--- src/rtl/xbus_pkg.sv ---
package xbus_pkg;
    typedef enum logic [1:0] {
        K_FETCH = 2'd0,
        K_READ  = 2'd1,
        K_WRITE = 2'd2
    } kind_e;

    typedef enum logic [2:0] {
        S_IDLE = 3'd0,
        S_ADDR = 3'd1,
        S_HOLD = 3'd2,
        S_STRB = 3'd3,
        S_REL  = 3'd4
    } state_e;
endpackage

--- src/rtl/xbus_phase_cnt.sv ---
module xbus_phase_cnt #(
    parameter int CW = 3
) (
    input  logic          clk,
    input  logic          rst_n,
    input  logic          load,
    input  logic [CW-1:0] load_val,
    output logic          last
);
    logic [CW-1:0] cnt_q;

    always_ff @(posedge clk) begin
        if (!rst_n)
            cnt_q <= '0;
        else if (load)
            cnt_q <= load_val;
        else if (cnt_q != '0)
            cnt_q <= cnt_q - 1'b1;
    end

    assign last = (cnt_q == '0);
endmodule

--- src/rtl/xbus_addr_sel.sv ---
module xbus_addr_sel
    import xbus_pkg::*;
#(
    parameter int DW = 8
) (
    input  logic            clk,
    input  logic            rst_n,
    input  logic            capture,
    input  kind_e           kind,
    input  logic            wide,
    input  logic [2*DW-1:0] addr,
    input  logic [DW-1:0]   port_latch,
    input  logic [DW-1:0]   wdata,
    output kind_e           kind_q,
    output logic [DW-1:0]   lo_q,
    output logic [DW-1:0]   hi_q,
    output logic [DW-1:0]   wd_q
);
    logic [DW-1:0] hi_src;

    // Fetches always use the full address; data accesses pick pointer or latch.
    assign hi_src = (kind == K_FETCH || wide) ? addr[2*DW-1:DW] : port_latch;

    always_ff @(posedge clk) begin
        if (!rst_n) begin
            kind_q <= K_FETCH;
            lo_q   <= '0;
            hi_q   <= '0;
            wd_q   <= '0;
        end else if (capture) begin
            kind_q <= kind;
            lo_q   <= addr[DW-1:0];
            hi_q   <= hi_src;
            wd_q   <= wdata;
        end
    end
endmodule

--- src/rtl/xbus_seq.sv ---
module xbus_seq
    import xbus_pkg::*;
#(
    parameter int ADDR_CYC = 2,
    parameter int HOLD_CYC = 1,
    parameter int STRB_CYC = 3,
    parameter int REL_CYC  = 1
) (
    input  logic       clk,
    input  logic       rst_n,
    input  logic       req_valid,
    output logic       req_ready,
    input  logic [1:0] req_kind,
    input  logic       req_wide,
    input  logic [15:0] req_addr,
    input  logic [7:0] req_wdata,
    input  logic [7:0] p2_latch,
    output logic [7:0] rdata,
    output logic       done,
    output logic [7:0] ad_out,
    output logic       ad_oe,
    input  logic [7:0] ad_in,
    output logic [7:0] hi_addr,
    output logic       ale,
    output logic       psen_n,
    output logic       rd_n,
    output logic       wr_n
);
    localparam int DW   = 8;
    localparam int M_AH = (ADDR_CYC > HOLD_CYC) ? ADDR_CYC : HOLD_CYC;
    localparam int M_SR = (STRB_CYC > REL_CYC) ? STRB_CYC : REL_CYC;
    localparam int MAXP = (M_AH > M_SR) ? M_AH : M_SR;
    localparam int CW   = $clog2(MAXP) + 1;
    localparam logic [CW-1:0] L_ADDR = CW'(ADDR_CYC - 1);
    localparam logic [CW-1:0] L_HOLD = CW'(HOLD_CYC - 1);
    localparam logic [CW-1:0] L_STRB = CW'(STRB_CYC - 1);
    localparam logic [CW-1:0] L_REL  = CW'(REL_CYC - 1);

    state_e        state_q, state_d;
    logic          ph_load, ph_last;
    logic [CW-1:0] ph_val;
    logic          accept;
    kind_e         kind_q;
    logic [DW-1:0] lo_q, hi_q, wd_q, rdata_q;

    assign accept = (state_q == S_IDLE) && req_valid;

    xbus_addr_sel #(.DW(DW)) i_addr_sel (
        .clk        (clk),
        .rst_n      (rst_n),
        .capture    (accept),
        .kind       (kind_e'(req_kind)),
        .wide       (req_wide),
        .addr       (req_addr),
        .port_latch (p2_latch),
        .wdata      (req_wdata),
        .kind_q     (kind_q),
        .lo_q       (lo_q),
        .hi_q       (hi_q),
        .wd_q       (wd_q)
    );

    xbus_phase_cnt #(.CW(CW)) i_phase (
        .clk      (clk),
        .rst_n    (rst_n),
        .load     (ph_load),
        .load_val (ph_val),
        .last     (ph_last)
    );

    // Next state and phase counter load
    always_comb begin
        state_d = state_q;
        ph_load = 1'b0;
        ph_val  = '0;
        unique case (state_q)
            S_IDLE: if (req_valid) begin
                state_d = S_ADDR; ph_load = 1'b1; ph_val = L_ADDR;
            end
            S_ADDR: if (ph_last) begin
                state_d = S_HOLD; ph_load = 1'b1; ph_val = L_HOLD;
            end
            S_HOLD: if (ph_last) begin
                state_d = S_STRB; ph_load = 1'b1; ph_val = L_STRB;
            end
            S_STRB: if (ph_last) begin
                state_d = S_REL;  ph_load = 1'b1; ph_val = L_REL;
            end
            S_REL:  if (ph_last) begin
                state_d = S_IDLE;
            end
            default: state_d = S_IDLE;
        endcase
    end

    // State register
    always_ff @(posedge clk) begin
        if (!rst_n)
            state_q <= S_IDLE;
        else
            state_q <= state_d;
    end

    // Byte capture on the last strobe clock of a fetch or read
    always_ff @(posedge clk) begin
        if (!rst_n)
            rdata_q <= '0;
        else if (state_q == S_STRB && ph_last && kind_q != K_WRITE)
            rdata_q <= ad_in;
    end

    // Outputs
    always_comb begin
        ale       = 1'b0;
        ad_oe     = 1'b0;
        ad_out    = lo_q;
        psen_n    = 1'b1;
        rd_n      = 1'b1;
        wr_n      = 1'b1;
        done      = 1'b0;
        req_ready = 1'b0;
        hi_addr   = hi_q;
        unique case (state_q)
            S_IDLE: begin
                req_ready = 1'b1;
                hi_addr   = p2_latch;
            end
            S_ADDR: begin
                ale   = 1'b1;
                ad_oe = 1'b1;
            end
            S_HOLD: ad_oe = 1'b1;
            S_STRB: begin
                psen_n = (kind_q != K_FETCH);
                rd_n   = (kind_q != K_READ);
                wr_n   = (kind_q != K_WRITE);
                if (kind_q == K_WRITE) begin
                    ad_oe  = 1'b1;
                    ad_out = wd_q;
                end
            end
            S_REL: done = ph_last;
            default: req_ready = 1'b0;
        endcase
    end

    assign rdata = rdata_q;
endmodule

--- config.mk ---
export PLATFORM = sky130hd
export DESIGN_NAME = xbus_seq
export DESIGN_NICKNAME = d
export VERILOG_FILES = /design/src/rtl/xbus_pkg.sv /design/src/rtl/xbus_phase_cnt.sv /design/src/rtl/xbus_addr_sel.sv /design/src/rtl/xbus_seq.sv
export SDC_FILE = /design/constraint.sdc
export NUM_CORES = 1
export LEC_CHECK = 0
export BUFFER_PORTS_ARGS = -buffer_cell sky130_fd_sc_hd__buf_2
export CAP_MARGIN = 20
export CORE_AREA = 4 4 69 71
export DETAILED_ROUTE_END_ITERATION = 10
export DIE_AREA = 0 0 73 75
export MAX_ROUTING_LAYER = met4
export PLACE_DENSITY = 0.78
export RECOVER_POWER = 50
export SETUP_SLACK_MARGIN = 0.2
export SYNTH_ARGS = -nofsm -noshare
export SYNTH_HDL_FRONTEND = slang
export SYNTH_SLANG_ARGS = --single-unit
export TNS_END_PERCENT = 50
--- constraint.sdc ---
create_clock -name clk -period 1.9 [get_ports clk]
set_input_delay 0.095 -clock clk [delete_from_list [all_inputs] [get_ports clk]]
set_output_delay 0.095 -clock clk [all_outputs]
set_load 0.005 [all_outputs]
---- After elaboration in Yosys (flattened, before gate mapping) ----
Index checks and enable logic that the tools add are counted.
storage, ports and cells
  input port bits ......................... 46
  register bits ........................... 40
  word-level logic and storage cells ...... 59
  output and inout port bits .............. 31
cells by class
  reduce and logical (&&, ||, !) cells .... 13
  eq/ne operators ......................... 12
  mux-type cells .......................... 26
  $add $sub $neg .......................... 1
operator list
  operator                                                             count
  8-bit two-way mux                                                    4
  3-bit two-way mux                                                    7
  3-bit one-hot mux with 5 select lines                                1
  2-bit != test (second input constant)                                6
  1-bit two-way mux                                                    10
  3-bit by 2-bit == test with 1-bit output (second input constant)     2
  3-bit zero test                                                      2
  5-bit AND reduction                                                  1
  1-bit one-hot mux with 2 select lines                                2
  2-bit one-hot mux with 2 select lines                                1
  2-bit nonzero test                                                   2
  3-bit by 1-bit == test with 1-bit output (second input constant)     1
  3-bit == test (second input constant)                                1
  1-bit logical AND                                                    3
  3-bit nonzero test                                                   1
  3-bit OR reduction                                                   1
  3-bit by 1-bit subtractor with 3-bit output (second input constant)  1
  2-bit == test (second input constant)                                1
  2-bit zero test                                                      1
  2-bit two-way mux                                                    1
  2-bit by 1-bit != test with 1-bit output (second input constant)     1
  2-bit OR reduction                                                   1
  1-bit logical OR                                                     1

---- Longest topological paths before layout ----
  word-level depth ........................ 4
  depth in mapped cells ................... 6
  mapped depth without buffers ............ 5

---- Cells and area by module ----
Synthesis repeated with hierarchy kept, for this count alone.
unflattened totals
  cells, all modules ...................... 213
  area total of the unflattened synthesis .. 2070.7 sq um
modules (own cells, without submodules)
  module          cells each  area each (sq um)  sequential area each (sq um)  instances
  xbus_addr_sel   103         1054.8             520.5                         1
  xbus_seq        88          810.8              220.2                         1
  xbus_phase_cnt  22          205.2              60.1                          1

---- Worst setup path after synthesis ----
OpenSTA, ideal clock, no wires.
  path type ............................... flip-flop to flip-flop
  start point ............................. register i_phase.cnt_q[0]
  end point ............................... register i_phase.cnt_q[0]
  path buffers ............................ 1
  data arrival time ....................... 1.290 ns
  stages on the path, launching flop included .. 7
  setup slack ............................. 0.539 ns
  cells stage by stage .................... dfxtp_1 inv_1 ha_1 nor2b_1 clkbuf_1 o211ai_1 a21oi_1
on the way
  word-level cells in the longest chain between the ends .. 4
  elaborated cells on any way between the ends .. 8
  those cells by class .................... add/sub: 1; mux: 4; reduce/logical: 3
RTL lines
  item                                                                                                 RTL line              RTL
  from (decl)                                                                                          xbus_phase_cnt.sv:10  logic [CW-1:0] cnt_q;
  from (signal assigned)                                                                               xbus_phase_cnt.sv:16  cnt_q <= load_val;
  from (signal assigned)                                                                               xbus_phase_cnt.sv:18  cnt_q <= cnt_q - 1'b1;
  parallel branches: the longest is 4 deep, another holds 3-bit by 1-bit subtractor with 3-bit output  --
Parallel ways; which one is timed is not known. The select of a mux whose other input is x is not followed.
A chain may end at the register's enable or synchronous reset.

---- Worst setup path after layout ----
  start point ............................. register state_q[0]
  end point ............................... output port ad_out[2]
on the way
  word-level cells in the longest chain between the ends .. 2
RTL lines
  item                                      RTL line         RTL
  from (decl)                               xbus_seq.sv:39   state_e state_q, state_d;
  from (signal assigned)                    xbus_seq.sv:101  state_q <= state_d;
  3-bit by 2-bit == test with 1-bit output  xbus_seq.sv:123  unique case (state_q)
  8-bit two-way mux                         xbus_seq.sv:123
  to (decl)                                 xbus_seq.sv:20   output logic [7:0] ad_out,
No other way between the ends.

==> flow_summary.toml <==
[grt]
antenna_found_initial = 0
grt_pass1_vias = 1652
grt_overflow = 0
grtUsageTotal_pct = 18.55
grt_max_degree = 25
grt_pass1_wl_mm = 7.603

[finish]
nets = 357
seq_area_um2 = 808.3
area_growth_pct = 38.43
finalNonFillerCells = 362
diodes = 0
drive_above_1_share_pct = 40.00
nFillCells = 368
final_area_um2 = 2709
post-route-util_pct = 63.98
multi_input_comb_area_um2 = 1109

[floorplanning]
die_w_um = 73
rows = 24
die_height_um = 75
die_area_um2 = 5475
ios = 77
start_util_pct = 46.22
core_um2 = 4234

[logic_synthesis]
synth.area.mux_share_pct = 13.30
yosysWarnings = 0
syn_inst = 223
syn_nets = 271
synth_area_per_cell_um2 = 8.775
synth_edf_count = 0
synth_compound_area_share_pct = 17.07
synth_seq_cells = 40
synthXorXnorAreaFrac_pct = 1.343
synth_fa_ha_area_share_pct = 1.279
yosys.cell_types.count = 41
async_reset_ff_share_pct = 0
synthFlopType = "dfxtp_1"
synth_top_family_by_area = "simple AND/OR/NAND/NOR gates"
yosysSeqAreaShare_pct = 40.92
synth_simple_gate_area_share_pct = 20.33
synthesis.area_um2 = 1957

[clocking]
clock-sinks = 40
cts_tree = "built"
clock_path_buffers = 2
htree_levels = 2
path_clk_slew_ps = 70
root_buffer = "clkbuf_8"
clock_latency_ps = 290
cts_buffers = 5

[setup_path]
crit_arrival_ps = 1620
r2r_setup_slack_ps = 190
reg2reg_to = "i_addr_sel.hi_q[2]"
r2r_cells = 6
required_ps = 1800
setup.worst_path.start_class = "flop"
critPathKind = "reg -> out"
reg2reg_from = "state_q[0]"
cp-end-kind = "output port"
crit_fanout = 5

[power_and_ir_drop]
power_mw = 3.624
p_leak_nw = 1.244
powerDensity_nw_per_um2 = 1338
peakVddDrop_v = 0.0009599

[sta]
fin_skew_ps = 3.041
maxSlewViolCount = 0
hold_viol_final = 0
finalSetupTns_ps = 0
slew_headroom_pct = 61.78
rsz0062_at_grt = "yes"
finalCriticalPeriod_ps = 1717
finalCritPeriodShare_pct = 90.37
setup_viol_count_final = 0
tightest_slew_ps = 572.2
fin_ws_ps = 182.9
max_freq_mhz = 582.4
holdWs_ps = 34.22

[detailed_routing]
drc_errors = 0
routedWlPerCell_um = 14.20
antenna_left = 0
firstDrtPassIters = 4
viasPerCell = 5.268
drt_iter0_drc = 69
totalWireLength_mm = 5.140
vias = 1907

[run]
cap_violations = 0

[placed_design]
port_buffers = 76
dp_slack_ps = 217.9
dp.cells = 343
gp_congestion = 0.7666
placed_area_um2 = 2380
dp_hpwl_mm = 3.449

[outcome]
status = "completed"

[hold_path]
min_path_type = "in -> reg"
worstHoldStart = "req_wdata[5]"
hold_depth = 3
hold_end = "i_addr_sel.wd_q[5]"
where the power goes:
group	switching, mW	internal [mW]
clock	0.279	0.296
combinational	0.880	1.01
sequential	0.136	1.02
layer usage:
metal	vias up	share of wire [%]	global-route usage, %
met3	6	7.7	5.340
met2	69	49	29.39
met1	876	42	22.67
met4	0	1.1	6.148
met5	-	0	-
li1	956	-	-
layout make-up:
cell class | instances | area share, %
Multi-Input combinational cell | 162 | 40.92
Inverter | 4 | 0.5543
Clock buffer | 8 | 3.326
Timing Repair Buffer | 96 | 22.96
Tap cell | 52 | 2.402
Sequential cell | 40 | 29.84
timing repair:
action | CTS | global route
setup endpoints to repair | 20 | 18
gates cloned | 2 | 0
pin swaps | 2 | 2
hold buffers | 0 | 0
gates resized for setup | 13 | 23
setup buffers | 6 | 3
sequential cells by signal (all words and copies together) (netlist names):
register / count
i_addr_sel.hi_q: 8
i_addr_sel.kind_q: 2
i_addr_sel.lo_q: 8
i_addr_sel.wd_q: 8
i_phase.cnt_q: 3
rdata: 8
state_q: 3
critical path, stage by stage, from the launching register on:
cell,delay (ps)
dfxtp_1,390
buf_6,130
nand3b_4,110
nor2_4,260
mux2_4,330
buf_6,120
worst max path at each step:
stage | startpoint | to | depth (start not counted)
2_1_floorplan | i_phase.cnt_q[0] | i_phase.cnt_q[0] | 6
3_3_place_gp | state_q[1] | ad_out[7] | 4
3_5_place_dp | state_q[1] | ad_out[6] | 4
4_1_cts | state_q[0] | hi_addr[4] | 6
5_1_grt | state_q[0] | i_addr_sel.hi_q[2] | 6
6_report | state_q[0] | ad_out[2] | 5
cells in the final DEF, fill, tap and decap left out, types with 2 or more instances in the layout:
master    instances
inv_1             4
mux2_4           13
nand3b_1          2
a21oi_1          37
nand2_1          40
nor3b_1           2
nor2_4            2
nand4_1           8
ha_1              2
o21ai_0           9
nand2b_1          2
buf_6            13
clkbuf_2          2
mux2_2            3
xnor2_1           2
clkbuf_8          6
buf_2            64
buf_4            11
dfxtp_1          38
dfxtp_4           2
o31ai_1           8
clkbuf_1          6
mux2i_1           8
nor2_1            3
cells in the mapped netlist (all sizes together) (4+ instances only):
cell type	count	share of area [%]
clkbuf	5	1.0
nor2	4	1.2
mux2i	8	4.1
nand2	40	7.7
mux2	16	9.2
nand4	8	2.6
inv	4	0.77
o21ai	9	2.3
buf	13	4.0
dfxtp	40	41
a21oi	37	9.5
o31ai	8	3.1
kinds of logic after synthesis:
logic type,count (synthesis)
AOI/OAI and AO/OA,60
xor gates and xnor gates,3
adders and majority gates,2
buffers and inverters,22
DFF,40
muxes,24
and+or+nand+nor,72
No activity file was read; power rests on OpenSTA's default activity.
